<file path="src/rtl/bsr_pkg.sv">
package bsr_pkg;
    localparam int BSR_PER_W     = 8;
    localparam int BSR_OFF_W     = 5;
    localparam int BSR_CAL_N     = 4;
    localparam int BSR_MOFF_BIAS = 4;
endpackage

</file>
<file path="src/rtl/bsr_period_timer.sv">
module bsr_period_timer #(
    parameter int PER_W = bsr_pkg::BSR_PER_W,
    parameter int OFF_W = bsr_pkg::BSR_OFF_W
) (
    input  logic             clk,
    input  logic             rst_n,
    input  logic             en,
    input  logic [PER_W-1:0] period_cfg,
    input  logic [OFF_W-1:0] off_cfg,
    output logic [PER_W-1:0] cnt,
    output logic             wrap,
    output logic [PER_W-1:0] wmax
);
    localparam int MW = ((PER_W > OFF_W) ? PER_W : OFF_W) + 2;

    typedef struct packed {
        logic [PER_W-1:0] cnt;
    } tmr_t;

    tmr_t tmr_d, tmr_q;
    logic [MW-1:0] plen, moff;

    always_comb begin
        tmr_d = tmr_q;
        wrap  = en && (tmr_q.cnt >= period_cfg);
        if (!en || wrap) begin
            tmr_d.cnt = '0;
        end else begin
            tmr_d.cnt = tmr_q.cnt + PER_W'(1);
        end
        plen = MW'(period_cfg) + MW'(1);
        moff = MW'(off_cfg) + MW'(bsr_pkg::BSR_MOFF_BIAS);
        wmax = (plen > moff) ? PER_W'(plen - moff) : '0;
    end

    always_ff @(posedge clk or negedge rst_n) begin
        if (!rst_n) tmr_q <= '0;
        else        tmr_q <= tmr_d;
    end

    assign cnt = tmr_q.cnt;
endmodule

</file>
<file path="src/rtl/bsr_width_reg.sv">
module bsr_width_reg #(
    parameter int PER_W = bsr_pkg::BSR_PER_W
) (
    input  logic             clk,
    input  logic             rst_n,
    input  logic             en,
    input  logic             wrap,
    input  logic             fb_low,
    input  logic [PER_W-1:0] wmax,
    output logic [PER_W-1:0] width
);
    typedef struct packed {
        logic [PER_W-1:0] w;
    } wst_t;

    wst_t wst_d, wst_q;
    logic [PER_W-1:0] step;

    always_comb begin
        wst_d = wst_q;
        step  = wst_q.w;
        if (fb_low) begin
            if (wst_q.w < wmax) step = wst_q.w + PER_W'(1);
        end else begin
            if (wst_q.w != '0) step = wst_q.w - PER_W'(1);
        end
        if (!en) begin
            wst_d.w = '0;
        end else if (wrap) begin
            wst_d.w = (step > wmax) ? wmax : step;
        end
    end

    always_ff @(posedge clk or negedge rst_n) begin
        if (!rst_n) wst_q <= '0;
        else        wst_q <= wst_d;
    end

    assign width = wst_q.w;


    width_hold_chk: assert property (@(posedge clk) disable iff (!rst_n)
        (en && $past(en) && !$past(wrap)) |-> $stable(wst_q.w));


    width_cap_chk: assert property (@(posedge clk) disable iff (!rst_n)
        $past(wrap) |-> (wst_q.w <= $past(wmax)));


    off_zero_chk: assert property (@(posedge clk) disable iff (!rst_n)
        $past(!en) |-> (wst_q.w == '0));
endmodule

</file>
<file path="src/rtl/bsr_drive_gate.sv">
module bsr_drive_gate #(
    parameter int PER_W = bsr_pkg::BSR_PER_W,
    parameter int CAL_N = bsr_pkg::BSR_CAL_N
) (
    input  logic             clk,
    input  logic             rst_n,
    input  logic             en,
    input  logic             wrap,
    input  logic [PER_W-1:0] cnt,
    input  logic [PER_W-1:0] width,
    input  logic             ovl,
    input  logic             cal_req,
    output logic             drv_p,
    output logic             drv_n,
    output logic             cal_busy
);
    localparam int CCW = $clog2(CAL_N) + 1;

    typedef struct packed {
        logic           cut;
        logic           cal;
        logic [CCW-1:0] calcnt;
    } gst_t;

    gst_t gst_d, gst_q;
    logic ovl_eff;

    always_comb begin
        gst_d   = gst_q;
        ovl_eff = ovl && !gst_q.cal;
        if (!en || wrap) gst_d.cut = 1'b0;
        else             gst_d.cut = gst_q.cut | ovl_eff;

        if (!en) begin
            gst_d.cal    = 1'b0;
            gst_d.calcnt = '0;
        end else if (cal_req && !gst_q.cal) begin
            gst_d.cal    = 1'b1;
            gst_d.calcnt = '0;
        end else if (gst_q.cal && wrap) begin
            if (gst_q.calcnt == CCW'(CAL_N - 1)) begin
                gst_d.cal    = 1'b0;
                gst_d.calcnt = '0;
            end else begin
                gst_d.calcnt = gst_q.calcnt + CCW'(1);
            end
        end

        drv_p = en && (cnt < width) && !gst_q.cut && !ovl_eff;
        drv_n = !drv_p;
    end

    always_ff @(posedge clk or negedge rst_n) begin
        if (!rst_n) gst_q <= '0;
        else        gst_q <= gst_d;
    end

    assign cal_busy = gst_q.cal;


    cut_hold_chk: assert property (@(posedge clk) disable iff (!rst_n)
        (en && $past(en) && $past(ovl && !gst_q.cal) && !$past(wrap)) |-> !drv_p);


    cal_fall_chk: assert property (@(posedge clk) disable iff (!rst_n)
        $fell(gst_q.cal) |-> ($past(wrap) || $past(!en)));
endmodule

</file>
<file path="src/rtl/bsr_pwm_ctrl.sv">
module bsr_pwm_ctrl #(
    parameter int PER_W = bsr_pkg::BSR_PER_W,
    parameter int OFF_W = bsr_pkg::BSR_OFF_W,
    parameter int CAL_N = bsr_pkg::BSR_CAL_N
) (
    input  logic             clk,
    input  logic             rst_n,
    input  logic             pwr_down,
    input  logic [PER_W-1:0] period_cfg,
    input  logic [OFF_W-1:0] off_cfg,
    input  logic             cal_req,
    input  logic             fb_low,
    input  logic             ovl,
    output logic             drv_p,
    output logic             drv_n,
    output logic [PER_W-1:0] width_o,
    output logic             cal_busy
);
    logic             en;
    logic [PER_W-1:0] cnt;
    logic             wrap;
    logic [PER_W-1:0] wmax;
    logic [PER_W-1:0] width;

    assign en = !pwr_down;

    bsr_period_timer #(.PER_W(PER_W), .OFF_W(OFF_W)) u_timer (
        .clk(clk), .rst_n(rst_n), .en(en), .period_cfg(period_cfg),
        .off_cfg(off_cfg), .cnt(cnt), .wrap(wrap), .wmax(wmax)
    );

    bsr_width_reg #(.PER_W(PER_W)) u_width (
        .clk(clk), .rst_n(rst_n), .en(en), .wrap(wrap), .fb_low(fb_low),
        .wmax(wmax), .width(width)
    );

    bsr_drive_gate #(.PER_W(PER_W), .CAL_N(CAL_N)) u_gate (
        .clk(clk), .rst_n(rst_n), .en(en), .wrap(wrap), .cnt(cnt),
        .width(width), .ovl(ovl), .cal_req(cal_req), .drv_p(drv_p),
        .drv_n(drv_n), .cal_busy(cal_busy)
    );

    assign width_o = width;
endmodule

</file>
<file path="config.mk">
export PLATFORM = sky130hd
export DESIGN_NAME = bsr_pwm_ctrl
export DESIGN_NICKNAME = d
export VERILOG_FILES = /design/src/rtl/bsr_pkg.sv /design/src/rtl/bsr_period_timer.sv /design/src/rtl/bsr_width_reg.sv /design/src/rtl/bsr_drive_gate.sv /design/src/rtl/bsr_pwm_ctrl.sv
export SDC_FILE = /design/constraint.sdc
export NUM_CORES = 1
export LEC_CHECK = 0
export BUFFER_PORTS_ARGS = -buffer_cell sky130_fd_sc_hd__buf_4
export CORE_AREA = 2 2 83 85
export CTS_CLUSTER_DIAMETER = 60
export DETAILED_ROUTE_END_ITERATION = 8
export DIE_AREA = 0 0 85 87
export HOLD_SLACK_MARGIN = 0.03
export PLACE_DENSITY = 0.69
export SYNTH_ARGS = -nofsm -noshare
export SYNTH_HDL_FRONTEND = slang
export SYNTH_SLANG_ARGS = --single-unit
</file>
<file path="constraint.sdc">
create_clock -name clk -period 6.1 [get_ports clk]
set_input_delay 0.305 -clock clk [delete_from_list [all_inputs] [get_ports clk]]
set_output_delay 0.305 -clock clk [all_outputs]
set_load 0.01 [all_outputs]
</file>
# Word-level counts from Yosys, hierarchy flattened
# Index checks and enable logic that the tools add are counted.
# totals
register_bits,21
latchBits,0
ram_bits,0
romBits,0
memories,0
# classes
add_sub_neg,7
n_mul,0
div,0
magnitude_cmp,5
n_eq_ne,1
shifts,0
n_mux,14
bitwise_logic,1
n_reduce_logical,18
# ops
op,n
$mux 8,8
$add 8x1->8 const B,2
$lt 8x8->1,2
$mux 4,3
$add 8x1->9 const B,1
$gt 9x6->1,1
$ge 8x8->1,1
$gt 8x8->1,1
$reduce_bool 8->1,1
$sub 8x1->8 const B,1
$sub 8x8->8,1
$logic_and 1x1->1,7
$add 5x3->6 const B,1
$reduce_bool 3->1,2
$logic_not 1->1,5
$add 3x1->3 const B,1
$eq 3x2->1 const B,1
$mux 3,1
$mux 1,2
$reduce_and 2->1,1
$reduce_bool 2->1,1
$logic_or 1x1->1,1
$or 1x1->1,1

# Logic depth before layout (Yosys ltp)
# Gate-level depths: netlist of the first run.
# logic_depth
ltp_word,10
depth_mapped,27
depth_no_buf,26

# Cells and area by module
# Synthesis of the first run repeated with hierarchy kept, for this count alone.
# hier_totals
hier_cells,350
hier_area_um2,2847.7
# modules_own_cells
mod,n_inst,cells_each,area_each_um2,seq_area_each_um2
bsr_width_reg,1,162,1291.2,200.2
bsr_period_timer,1,134,1107.3,200.2
bsr_drive_gate,1,53,445.4,125.1
bsr_pwm_ctrl,1,1,3.8,0.0

# Worst setup path after synthesis of the first run
# No wires, ideal clock.
# synth_path
path_type,in2reg
from,input port period_cfg[0]
to,register u_width.wst_q (netlist bit u_width.width[3])
setup_ns,0.116
arrival_ns,5.337
t_required_ns,5.984
setup_slack_ns,0.648
path_stages,26
path_buffers,1
path_cell_list,ha_1 -> nand3_1 -> xnor2_1 -> ha_1 -> nand3_1 -> o21bai_1 -> a21boi_1 -> nor2_1 -> o22ai_2 -> buf_4 -> nand2_1 -> ha_1 -> a21oi_1 -> nand2_1 -> a221oi_4 -> o31ai_1 -> nor3_1 -> o22ai_2 -> ha_1 -> a21o_1 -> a221oi_1 -> o211ai_1 -> nand2_1 -> nand2_1 -> or3b_1 -> o311ai_0
# synth_between
elab_chain_cells,10
word_cells_on_any_way,14
classes_between,add/sub (2); order compare (4); mux (6); reduce/logical (2)
# synth_lines
item,line,text
start: declaration,bsr_pwm_ctrl.sv:9,"input logic [PER_W-1:0] period_cfg,"
$add 8x1->9,bsr_period_timer.sv:31,plen = MW'(period_cfg) + MW'(1);
$sub 8x8->8 or $gt 9x6->1 (tied branches),bsr_period_timer.sv:33,wmax = (plen > moff) ? PER_W'(plen - moff) : '0;
$mux 8,bsr_period_timer.sv:33,
$lt 8x8->1,bsr_width_reg.sv:23,if (wst_q.w < wmax) step = wst_q.w + PER_W'(1);
$mux 8,bsr_width_reg.sv:23,
$mux 8,bsr_width_reg.sv:22,if (fb_low) begin
$gt 8x8->1,bsr_width_reg.sv:30,wst_d.w = (step > wmax) ? wmax : step;
$mux 8,bsr_width_reg.sv:30,
$mux 8,bsr_width_reg.sv:29,end else if (wrap) begin
$mux 8,bsr_width_reg.sv:27,if (!en) begin
end signal: assignment,bsr_width_reg.sv:36,else wst_q <= wst_d;
end: declaration,bsr_width_reg.sv:16,"wst_t wst_d, wst_q;"
# Several ways; a longest one is shown, not always the timed one. The select of a mux whose other input is x is not followed.
# A chain may end at the register's enable or synchronous reset.

# Worst setup path after layout of the first run
# Ends and elaborated chain as after synthesis.

==> summary.txt, run 1 <==
Run status
  – Status: finished clean

Yosys
  – Net Count, Synth: 396
  – Synth Instances: 333
  – Primary flip-flop cell chosen by synthesis mapping: sky130_fd_sc_hd__dfrtp_1
  – Number of enable-type register cells in the synthesized netlist: 0
  – Async set or reset register ratio after synthesis: 100%
  – Cell variety after synth: 64
  – Flop and latch count out of synthesis: 21
  – Netlist area before placement: 0.00278 mm²
  – Mean post-synth cell area: 8.35 µm²
  – Sequential element share of the synthesized area: 18.9%
  – Synthesis Warnings: 0

Die
  – Width of the die: 85 µm
  – Num ports: 30
  – Die outline area: 0.00740 mm²
  – Height of the die: 87 µm
  – Total number of placement rows: 30
  – Starting Density: 42.3%
  – Core region area: 0.00657 mm²

Drt
  – DRC: 0
  – Remaining antenna violation count: 0
  – Uppermost layer routed: met4
  – Routed length per instance: 16.4 µm
  – Met2 layer wire length in the routed design: 3360 µm
  – DRC violation total after the first TritonRoute iteration: 271
  – Ratio of routed vias to standard cells: 5.98
  – First-pass iteration count of the detailed router: 4
  – WL met3: 436 µm
  – M1 wire length: 3240 µm
  – Routed Wire Length: 7230 µm
  – Overall via count from detail_route: 2635

CTS
  – Clock-pin transition on the worst setup and hold timing paths: 80 ps
  – CTS buffer count: 3
  – Clock buffer depth: 2
  – CTS H-tree depth: 1
  – Total number of clock tree sinks: 21
  – CTS tree: done
  – CTS root buf: sky130_fd_sc_hd__clkbuf_8
  – Setup fix buffers added after clock tree synthesis: 0
  – Worst-Skew Late Latency: 260 ps

STA
  – Share of the clock period used by the worst path after layout: 92.8%
  – Hold slack final: 307 ps
  – Transition time at the pin with the least slew margin: 504 ps
  – Shortest clock period the worst path allows after layout: 5660 ps
  – Final setup violation count: 0
  – Post-route setup TNS: 0 ps
  – Final hold vios: 0
  – Unrepaired setup endpoints after global routing: no
  – Worst rel slew slack: 66.1%
  – Max frequency: 0.177 GHz
  – Max Slew Vio Count: 0
  – Skew final: 10.1 ps

Placed design
  – Routability congestion estimate: 1.04
  – Buffers on Ports: 29
  – HPWL after DPL: 5880 µm

Setup path
  – Kind of end point of the critical path: flip-flop
  – Required time at the worst-slack endpoint: 6250 ps
  – Number of cells on the worst reg-to-reg path: 15
  – Type of element launching the critical path: input port
  – Critical path class: input port to flip-flop
  – Maximum net fanout on the critical path: 10
  – WP data arrival: 5820 ps

Pwr
  – Proportion of total power due to net switching: 38.3%
  – Net switching power: 166 µW
  – Combinational cell fraction of total power: 44.6%
  – Total power density per cell area: 138 mW/mm²
  – Maximum VDD drop: 0.133 mV
  – Design internal power: 268 µW
  – Clock Power Share: 21.1%
  – Sequential cell fraction of total power: 34.2%
  – Lkg Pwr: 1.51 nW
  – Overall power consumption: 434 µW

Layout
  – Number of diodes: 0
  – Filler instances: 619
  – Most frequent standard cell in the layout excluding fill and tap cells: sky130_fd_sc_hd__ha_1
  – Sequential cell area in the final layout: 526 µm²
  – Layout cells sized above 1: 17.7%
  – Nets@finish: 425
  – Commonest cells after routing, fill and taps aside: 43 x sky130_fd_sc_hd__ha_1, 35 x sky130_fd_sc_hd__nor2_1, 32 x sky130_fd_sc_hd__buf_4
  – Area delta synth->final: 13.3%
  – Area occupied by multi-input gates: 0.00213 mm²

Global routing
  – Gr ovfl total: 0
  – Antenna violations before repair: 0
  – Largest net degree at the start of global routing: 22
  – First-pass GRT wire length: 12000 µm
  – Via count of the first global-routing pass: 2597
  – Global Route Usage Sum: 19.8%

Min path
  – Worst min-delay path category: input port to flip-flop
  – Hold Path Cell Cnt: 3

Job
  – Max-cap check violation count: 0
## final cells by class
class / instances / area share (%)
inverters: 25 / 2.98
well taps: 80 / 3.18
flip-flops and latches: 21 / 16.7
clock buffers: 3 / 1.31
clock inverters: 1 / 0.159
multi-input cells: 278 / 67.7
repair buffers: 33 / 7.95
## sequential cells by signal, indices dropped and copies added, names as in the netlist
| signal | cells |
|---|---|
| u_timer.cnt | 8 |
| u_width.width | 8 |
| u_gate.gst_q | 4 |
| u_gate.cal_busy | 1 |
## metrics by stage
stage                     instance area (µm²)  cells  utilization [%]  worst slack (ps)
after floorplan                          2780    333                -               648
after global placement                   3080    436             46.9               252
after detailed placement                 3080    436             46.9              58.2
after CTS                                3140    441             47.8               320
after global routing                     3150    441             47.9              62.7
final                                    3150    441             47.9               439
## power by group through the flow
| stage | clock network [mW] | registers [mW] | logic (mW) |
|---|---|---|---|
| finish | 0.0917 | 0.149 | 0.194 |
| global route | 0.0993 | 0.149 | 0.217 |
| CTS | 0.0948 | 0.148 | 0.191 |
| detailed placement | 0 | 0.151 | 0.190 |
| global placement | 0 | 0.151 | 0.186 |
| floorplan | 0 | 0.149 | 0.135 |
## worst max-delay path, stage by stage
cell	delay, ps
sky130_fd_sc_hd__buf_4	110
sky130_fd_sc_hd__ha_1	260
sky130_fd_sc_hd__nand3_1	120
sky130_fd_sc_hd__xnor2_1	150
sky130_fd_sc_hd__ha_1	330
sky130_fd_sc_hd__nand3_1	110
sky130_fd_sc_hd__o21bai_1	200
sky130_fd_sc_hd__a21boi_2	250
sky130_fd_sc_hd__nor2_1	120
sky130_fd_sc_hd__o22ai_2	360
sky130_fd_sc_hd__nand2_1	130
sky130_fd_sc_hd__ha_1	320
sky130_fd_sc_hd__a21oi_1	160
sky130_fd_sc_hd__nand2_1	100
sky130_fd_sc_hd__a221oi_4	370
sky130_fd_sc_hd__o31ai_1	200
sky130_fd_sc_hd__nor3_1	270
sky130_fd_sc_hd__o22ai_2	120
sky130_fd_sc_hd__ha_1	330
sky130_fd_sc_hd__a21o_1	200
sky130_fd_sc_hd__a221oi_1	280
sky130_fd_sc_hd__o211ai_1	170
sky130_fd_sc_hd__nand2_2	200
sky130_fd_sc_hd__nand2_1	120
sky130_fd_sc_hd__or3b_1	400
sky130_fd_sc_hd__o311ai_0	110
## timing repair
action	4_1_cts	5_1_grt
gates resized for setup	0	3
endpoints found under the hold margin	21	0
hold buffers	1	0
endpoints found under the setup margin	0	5
## path summary, 6_finish.rpt
kind / to / startpoint / slack [ps]
worst min-delay path: u_gate.gst_q[4]$_DFF_PN0_ / ovl / 310
worst min register to register: u_gate.gst_q[4]$_DFF_PN0_ / u_gate.gst_q[4]$_DFF_PN0_ / 490
worst max register to register: u_width.width[3]$_DFFE_PN0N_ / u_width.width[6]$_DFFE_PN0N_ / 2040
worst max-delay path: u_width.width[3]$_DFFE_PN0N_ / period_cfg[0] / 440
min in group asynchronous: u_width.width[4]$_DFFE_PN0N_ / rst_n / 470
max in group asynchronous: u_timer.cnt[4]$_DFF_PN0_ / rst_n / 5410
## synth_stat cells (all sizes together), types with 7 or more instances
| cell | instances | area [µm²] |
|---|---|---|
| ha | 43 | 538 |
| nor2 | 36 | 143 |
| inv | 25 | 93.8 |
| a21oi | 21 | 109 |
| dfrtp | 21 | 526 |
| nand2 | 20 | 75.1 |
| nand3 | 20 | 113 |
| nor3 | 12 | 60.1 |
| xnor2 | 11 | 96.3 |
| a21o | 10 | 75.1 |
| o21ai | 9 | 45.0 |
| clkbuf | 8 | 31.3 |
| nor2b | 7 | 43.8 |
| xor2 | 7 | 61.3 |
## metal layers
layer,GRT usage (%),vias up
met1,25.8,1227
met5,0,-
met4,6.64,0
met2,33.9,101
met3,2.46,19
li1,-,1288
## logic make-up (layout without fill, tap and decap cells)
kind of cell	Yosys count	in the layout	synth area share [%]
AOI/OAI and AO/OA	89	89	25.4
xor gates and xnor gates	18	18	5.67
buffers and inverters	34	62	4.77
muxes	4	4	1.58
adders and majority gates	44	44	20.1
and+or+nand+nor	123	123	23.5
DFF	21	21	18.9
Power figures use the tool's default switching activity.
==> run 2, diff against run 1 <==
--- a/config.mk
+++ b/config.mk
@@ -6,12 +6,13 @@
 export NUM_CORES = 1
 export LEC_CHECK = 0
 export BUFFER_PORTS_ARGS = -buffer_cell sky130_fd_sc_hd__buf_4
-export CORE_AREA = 2 2 83 85
+export CELL_PAD_IN_SITES_DETAIL_PLACEMENT = 1
+export CELL_PAD_IN_SITES_GLOBAL_PLACEMENT = 2
+export CORE_AREA = 2 2 88 90
 export CTS_CLUSTER_DIAMETER = 60
 export DETAILED_ROUTE_END_ITERATION = 8
-export DIE_AREA = 0 0 85 87
-export HOLD_SLACK_MARGIN = 0.03
-export PLACE_DENSITY = 0.69
+export DIE_AREA = 0 0 90 92
+export PLACE_DENSITY = 0.93
 export SYNTH_ARGS = -nofsm -noshare
 export SYNTH_HDL_FRONTEND = slang
 export SYNTH_SLANG_ARGS = --single-unit
==> run 2 against run 1 <==
Compared with the run above: first-iteration DRC count down 47%; combinational power up 4%; sequential cell count unchanged; fmax down 1.3%.
==> summary.txt, run 2 (synthesis gave the netlist of run 1 again) <==
Global routing
  – Largest net degree at the start of global routing: 22
  – GR peak layer: met2
  – First-pass GRT wire length: 13900 µm
  – Met2 routing resource usage after global routing: 38.3%
  – Via count of the first global-routing pass: 2768
  – Met1 capacity usage during global routing: 26.1%
  – Gr ovfl total: 0
  – Met3 track demand over resource: 2.55%
  – Global Route Usage Sum: 20.6%
  – Antenna violations before repair: 0

Setup path
  – Maximum net fanout on the critical path: 7
  – Critical path class: input port to flip-flop
  – Cell repeated most along the worst path: sky130_fd_sc_hd__ha_1
  – Standard cell with the maximum stage delay on the critical path: sky130_fd_sc_hd__mux2_2
  – WP data arrival: 5890 ps
  – Crit-path max cell delay: 410 ps
  – Required time at the worst-slack endpoint: 6260 ps
  – Type of element launching the critical path: input port
  – Kind of end point of the critical path: flip-flop

Drt
  – Routed Wire Length: 8260 µm
  – Remaining antenna violation count: 0
  – First-pass iteration count of the detailed router: 5
  – Ratio of routed vias to standard cells: 5.73
  – DRC violation total after the first TritonRoute iteration: 144
  – DRC: 0
  – Routed length per instance: 17.8 µm
  – Overall via count from detail_route: 2663

Layout
  – Layout cells sized above 1: 18.2%
  – Commonest cells after routing, fill and taps aside: 43 x sky130_fd_sc_hd__ha_1, 35 x sky130_fd_sc_hd__nor2_1, 34 x sky130_fd_sc_hd__buf_4
  – Number of diodes: 0
  – Area occupied by multi-input gates: 0.00214 mm²
  – Nets@finish: 427
  – Non-filler instance count after layout: 465
  – Area delta synth->final: 15.0%
  – Sequential cell area in the final layout: 526 µm²
  – Filler instances: 949
  – Most frequent standard cell in the layout excluding fill and tap cells: sky130_fd_sc_hd__ha_1
  – Non-Filler Cell Area, Final: 0.00320 mm²

CTS
  – Worst-Skew Late Latency: 270 ps
  – CTS tree: done
  – Clock-pin transition on the worst setup and hold timing paths: 80 ps
  – Clock buffer depth: 2
  – CTS buffer count: 3
  – CTS root buf: sky130_fd_sc_hd__clkbuf_8
  – Total number of clock tree sinks: 21
  – CTS H-tree depth: 1

STA
  – Worst rel slew slack: 65.1%
  – Max frequency: 0.174 GHz
  – Final setup violation count: 0
  – Share of the clock period used by the worst path after layout: 94.0%
  – Shortest clock period the worst path allows after layout: 5740 ps
  – Post-route setup TNS: 0 ps
  – Max Slew Vio Count: 0
  – Skew final: 8.42 ps
  – Final hold vios: 0
  – Hold slack final: 285 ps
  – Transition time at the pin with the least slew margin: 519 ps

Pwr
  – Lkg Pwr: 1.51 nW
  – Total power density per cell area: 139 mW/mm²
  – Maximum VDD drop: 0.108 mV
  – Overall power consumption: 444 µW

Run status
  – Status: finished clean

Die
  – Height of the die: 92 µm
  – Width of the die: 90 µm
  – Num ports: 30
  – Starting Density: 37.3%
  – Total number of placement rows: 32
  – Core region area: 0.00745 mm²
  – Die outline area: 0.00828 mm²

Min path
  – Worst min-delay path category: input port to flip-flop

Placed design
  – Area after DPL: 0.00312 mm²
  – Buffers on Ports: 29
  – Total instance count after detailed placement: 460
  – HPWL after DPL: 6800 µm
  – Routability congestion estimate: 0.888

Job
  – Max-cap check violation count: 0
==> run 2: timing repair <==
| item | in CTS | in global routing |
|---|---|---|
| hold buffers | 1 | 0 |
| setup endpoints to repair | 0 | 8 |
| resized for setup | 0 | 4 |
| hold endpoints to repair | 21 | 0 |
| buffers inserted | 0 | 0 |
==> run 2: per-stage QoR <==
stage / worst slack (ps) / utilization, %
6_report: 363 / 42.9
5_1_grt: -32.4 / 42.9
4_1_cts: 173 / 42.7
3_5_place_dp: -111 / 41.9
3_3_place_gp: 85.0 / 41.9
2_1_floorplan: 648 / -
==> run 2: layout make-up <==
type,count,area share (%)
timing repair buffer,35,8.30
clock buffer,3,1.29
multi-input combinational,278,66.9
tap,102,3.99
clock inverter,1,0.157
inverter,25,2.94
sequential,21,16.4
==> run 2: worst max-delay path: cells and delay by family <==
kind	cells	cell delay (ps)
AO/OA/AOI/OAI	11	2330
XOR/XNOR	1	140
buffers and inverters	1	120
adder cells (fa/ha/maj)	4	1220
multiplexers	1	410
AND/OR/NAND/NOR	7	1360
==> run 2: path summary, 6_finish.rpt <==
path | startpoint | to | slack, ps | cells after the start
max in group asynchronous | rst_n | u_timer.cnt[5]$_DFF_PN0_ | 5420 | 2
max reg2reg | u_width.width[6]$_DFFE_PN0N_ | u_width.width[3]$_DFFE_PN0N_ | 1920 | 15
min in group asynchronous | rst_n | u_gate.gst_q[4]$_DFF_PN0_ | 450 | 2
min reg2reg | u_gate.gst_q[4]$_DFF_PN0_ | u_gate.gst_q[4]$_DFF_PN0_ | 490 | 2
min | ovl | u_gate.gst_q[4]$_DFF_PN0_ | 280 | 3
max | period_cfg[0] | u_width.width[3]$_DFFE_PN0N_ | 360 | 25
==> run 2: where the power goes <==
| part | total (mW) | internal (mW) | leakage (nW) | switching, mW |
|---|---|---|---|---|
| registers | 0.148 | 0.142 | 0.288 | 0.00612 |
| logic | 0.201 | 0.0822 | 1.20 | 0.119 |
| clock network | 0.0946 | 0.0456 | 0.0255 | 0.0490 |
| total | 0.444 | 0.270 | 1.51 | 0.174 |
==> run 2: routing by layer <==
metal,vias up,wire (µm)
met3,6,271
li1,1289,-
met1,1322,3660
met2,46,4250
met4,0,73
met5,-,0
==> run 3, diff against run 2 <==
--- a/config.mk
+++ b/config.mk
@@ -5,13 +5,14 @@
 export SDC_FILE = /design/constraint.sdc
 export NUM_CORES = 1
 export LEC_CHECK = 0
+export ABC_AREA = 1
 export BUFFER_PORTS_ARGS = -buffer_cell sky130_fd_sc_hd__buf_4
 export CELL_PAD_IN_SITES_DETAIL_PLACEMENT = 1
 export CELL_PAD_IN_SITES_GLOBAL_PLACEMENT = 2
-export CORE_AREA = 2 2 88 90
+export CORE_AREA = 2 2 90 92
 export CTS_CLUSTER_DIAMETER = 60
 export DETAILED_ROUTE_END_ITERATION = 8
-export DIE_AREA = 0 0 90 92
+export DIE_AREA = 0 0 92 94
 export PLACE_DENSITY = 0.93
 export SYNTH_ARGS = -nofsm -noshare
 export SYNTH_HDL_FRONTEND = slang
==> run 3 against run 2 <==
Compared with the run above: power is 0.81% lower; final cell count up 15%; critical path depth up 11; wire length fell by 7.5%; count of clock-buffer cells in the layout up 1; fmax grew 5.2%; critical endpoint is now u_width.width[0]$_DFFE_PN0N_.
==> summary.txt, run 3 <==
Run status
  – Status: finished clean

STA
  – Worst rel slew slack: 45.3%
  – PnR worst setup slack: 647 ps
  – Transition time at the pin with the least slew margin: 817 ps
  – Unrepaired setup endpoints after global routing: no
  – Skew final: 5.17 ps
  – Share of the clock period used by the worst path after layout: 89.4%
  – Post-route setup TNS: 0 ps
  – Max frequency: 0.183 GHz
  – Shortest clock period the worst path allows after layout: 5450 ps
  – Final setup violation count: 0
  – Final hold vios: 0
  – Max Slew Vio Count: 0

Yosys
  – Async set or reset register ratio after synthesis: 100%
  – Cell variety after synth: 36
  – Top post-synthesis cells by area: sky130_fd_sc_hd__ha_1 20%, sky130_fd_sc_hd__dfrtp_1 20%, sky130_fd_sc_hd__nand2_1 16%
  – Leading post-synthesis cells by instance count: 111 x sky130_fd_sc_hd__nand2_1, 63 x sky130_fd_sc_hd__inv_1, 43 x sky130_fd_sc_hd__ha_1
  – Dominant cell by count in the synthesized netlist: sky130_fd_sc_hd__nand2_1
  – Net Count, Synth: 465
  – Synth Instances: 402
  – Netlist area before placement: 0.00265 mm²
  – Flop and latch count out of synthesis: 21
  – Fraction of synthesized cell area taken by the top area cell type: 20.3%
  – Sequential element share of the synthesized area: 19.8%
  – Top cell type by total area after synthesis: sky130_fd_sc_hd__ha_1
  – Mean post-synth cell area: 6.59 µm²
  – Primary flip-flop cell chosen by synthesis mapping: sky130_fd_sc_hd__dfrtp_1
  – Number of enable-type register cells in the synthesized netlist: 0
  – Synthesis Warnings: 0

Setup path
  – WP data arrival: 5600 ps
  – Standard cell with the maximum stage delay on the critical path: sky130_fd_sc_hd__a32oi_2
  – Crit path max-delay family: simple AND/OR/NAND/NOR gates
  – Critical path class: input port to flip-flop
  – Count of buffer and inverter cells on the critical path: 3
  – Type of element launching the critical path: input port
  – Required time at the worst-slack endpoint: 6250 ps
  – Crit-path max cell delay: 370 ps
  – Cell repeated most along the worst path: sky130_fd_sc_hd__nand2_1
  – Kind of end point of the critical path: flip-flop
  – Maximum net fanout on the critical path: 9

Layout
  – Non-Filler Cell Area, Final: 0.00304 mm²
  – Filler instances: 1034
  – Number of diodes: 0
  – Final standard cell utilization of the core: 39.9%
  – Sequential cell area in the final layout: 526 µm²
  – Nets@finish: 497
  – Most frequent standard cell in the layout excluding fill and tap cells: sky130_fd_sc_hd__nand2_1
  – Area occupied by multi-input gates: 0.00187 mm²
  – Layout cells sized above 1: 10.6%
  – Area delta synth->final: 14.6%
  – Commonest cells after routing, fill and taps aside: 111 x sky130_fd_sc_hd__nand2_1, 63 x sky130_fd_sc_hd__inv_1, 43 x sky130_fd_sc_hd__ha_1
  – Non-filler instance count after layout: 535

Drt
  – DRC violation total after the first TritonRoute iteration: 80
  – Remaining antenna violation count: 0
  – Overall via count from detail_route: 2706
  – First-pass iteration count of the detailed router: 4
  – Ratio of routed vias to standard cells: 5.06
  – DRC: 0
  – Routed length per instance: 14.3 µm
  – Routed Wire Length: 7630 µm

Placed design
  – HPWL after DPL: 6550 µm
  – Routability congestion estimate: 0.970
  – Area after DPL: 0.00297 mm²
  – Buffers on Ports: 29
  – Minimum setup slack after placement: 312 ps
  – Total instance count after detailed placement: 530

Global routing
  – Largest net degree at the start of global routing: 22
  – First-pass GRT wire length: 13000 µm
  – Global Route Usage Sum: 18.4%
  – Via count of the first global-routing pass: 2785
  – Antenna violations before repair: 0
  – Gr ovfl total: 0

Die
  – Total number of placement rows: 32
  – Num ports: 30
  – Starting Density: 34.8%
  – Die outline area: 0.00865 mm²
  – Width of the die: 92 µm
  – Core region area: 0.00761 mm²
  – Height of the die: 94 µm

CTS
  – CTS buffer count: 3
  – Clock-pin transition on the worst setup and hold timing paths: 80 ps
  – Worst-Skew Late Latency: 260 ps
  – Total number of clock tree sinks: 21
  – Clock buffer depth: 2
  – CTS H-tree depth: 1
  – CTS tree: done
  – CTS root buf: sky130_fd_sc_hd__clkbuf_8

Pwr
  – Lkg Pwr: 1.72 nW
  – Total power density per cell area: 145 mW/mm²
  – Maximum VDD drop: 0.0900 mV

Min path
  – Worst min-delay path category: input port to flip-flop

Job
  – Max-cap check violation count: 0
[run 3: changes by cell type in the layout (fill, tap and decap cells not counted), sizes merged, moves of 7 or more]
cell / delta
inv: +38
a21o: -10
a21oi: +9
nor2b: -7
xnor2: -7
nand3: +15
nand2: +97
[run 3: per-layer routing]
layer  global-route usage [%]  up-vias  share of wire (%)
met5                        0        -                  0
met4                     3.11        0               0.92
met3                     1.44        8                2.2
met2                     33.4       33                 49
met1                     24.2     1299                 48
li1                         -     1366                  -
[run 3: where the power goes]
part           leakage [nW]  switching [mW]  internal [mW]
clock network        0.0228          0.0451         0.0465
registers             0.285         0.00681          0.146
logic                  1.41           0.122         0.0745
total                  1.72           0.174          0.267
[run 3: layout make-up]
cell class	instances	share of cell area, %
Multi-Input combinational cell	314	61.6
Sequential cell	21	17.3
Inverter	64	7.91
Timing Repair Buffer	30	7.50
Tap cell	102	4.20
Clock buffer	4	1.48
[run 3: worst register-to-register path, cell delays in order, from the launching register on]
cell and delay, ps:
sky130_fd_sc_hd__dfrtp_1 490, sky130_fd_sc_hd__ha_1 360, sky130_fd_sc_hd__a21oi_1 130, sky130_fd_sc_hd__or2_0 130, sky130_fd_sc_hd__nand2_1 80, sky130_fd_sc_hd__nor4_2 310, sky130_fd_sc_hd__nand3_1 170, sky130_fd_sc_hd__nor3_1 220
sky130_fd_sc_hd__nand2_1 80, sky130_fd_sc_hd__nand2_1 60, sky130_fd_sc_hd__nand3_1 60, sky130_fd_sc_hd__nand2_1 100, sky130_fd_sc_hd__inv_1 60, sky130_fd_sc_hd__ha_1 300, sky130_fd_sc_hd__nand2_1 70, sky130_fd_sc_hd__nor2_1 200
sky130_fd_sc_hd__nand2_1 120, sky130_fd_sc_hd__a32oi_2 370, sky130_fd_sc_hd__clkinv_1 320, sky130_fd_sc_hd__nor2_1 160, sky130_fd_sc_hd__nor2_1 60, sky130_fd_sc_hd__nand2_1 70, sky130_fd_sc_hd__nand2_1 50
[run 3: what timing repair did]
item,CTS,global route
endpoints found under the hold margin,21,0
setup buffers,0,0
hold buffers,1,0
gates resized for setup,0,1
setup endpoints to repair,0,1
[run 3: worst paths after layout]
path / start / endpoint / slack (ps) / cells past startpoint
min in group asynchronous: rst_n / u_gate.gst_q[2]$_DFFE_PN0P_ / 460 / 2
worst max-delay path: period_cfg[0] / u_width.width[0]$_DFFE_PN0N_ / 650 / 36
max in group asynchronous: rst_n / u_width.width[0]$_DFFE_PN0N_ / 5410 / 2
worst min-delay path: cal_req / u_gate.cal_busy$_DFFE_PN0P_ / 300 / 3
worst min register to register: u_timer.cnt[0]$_DFF_PN0_ / u_timer.cnt[0]$_DFF_PN0_ / 510 / 1
worst max register to register: u_width.width[5]$_DFFE_PN0N_ / u_width.width[0]$_DFFE_PN0N_ / 2030 / 22
[run 3: logic make-up (layout without fill, tap and decap cells)]
logic type,Yosys count,after routing,synth area share (%)
simple gates,202,202,33.4
buf+inv,67,98,9.82
compound gates,56,56,11.9
fa+ha+maj,44,44,21.1
flops,21,21,19.8
xor+xnor,12,12,3.97
[run 3: per-stage QoR]
stage	hold slack (ps)	power, mW
final	295	0.441
after global routing	312	0.481
after CTS	294	0.445
after detailed placement	213	0.350
after global placement	207	0.344
after floorplan	9.41	0.288
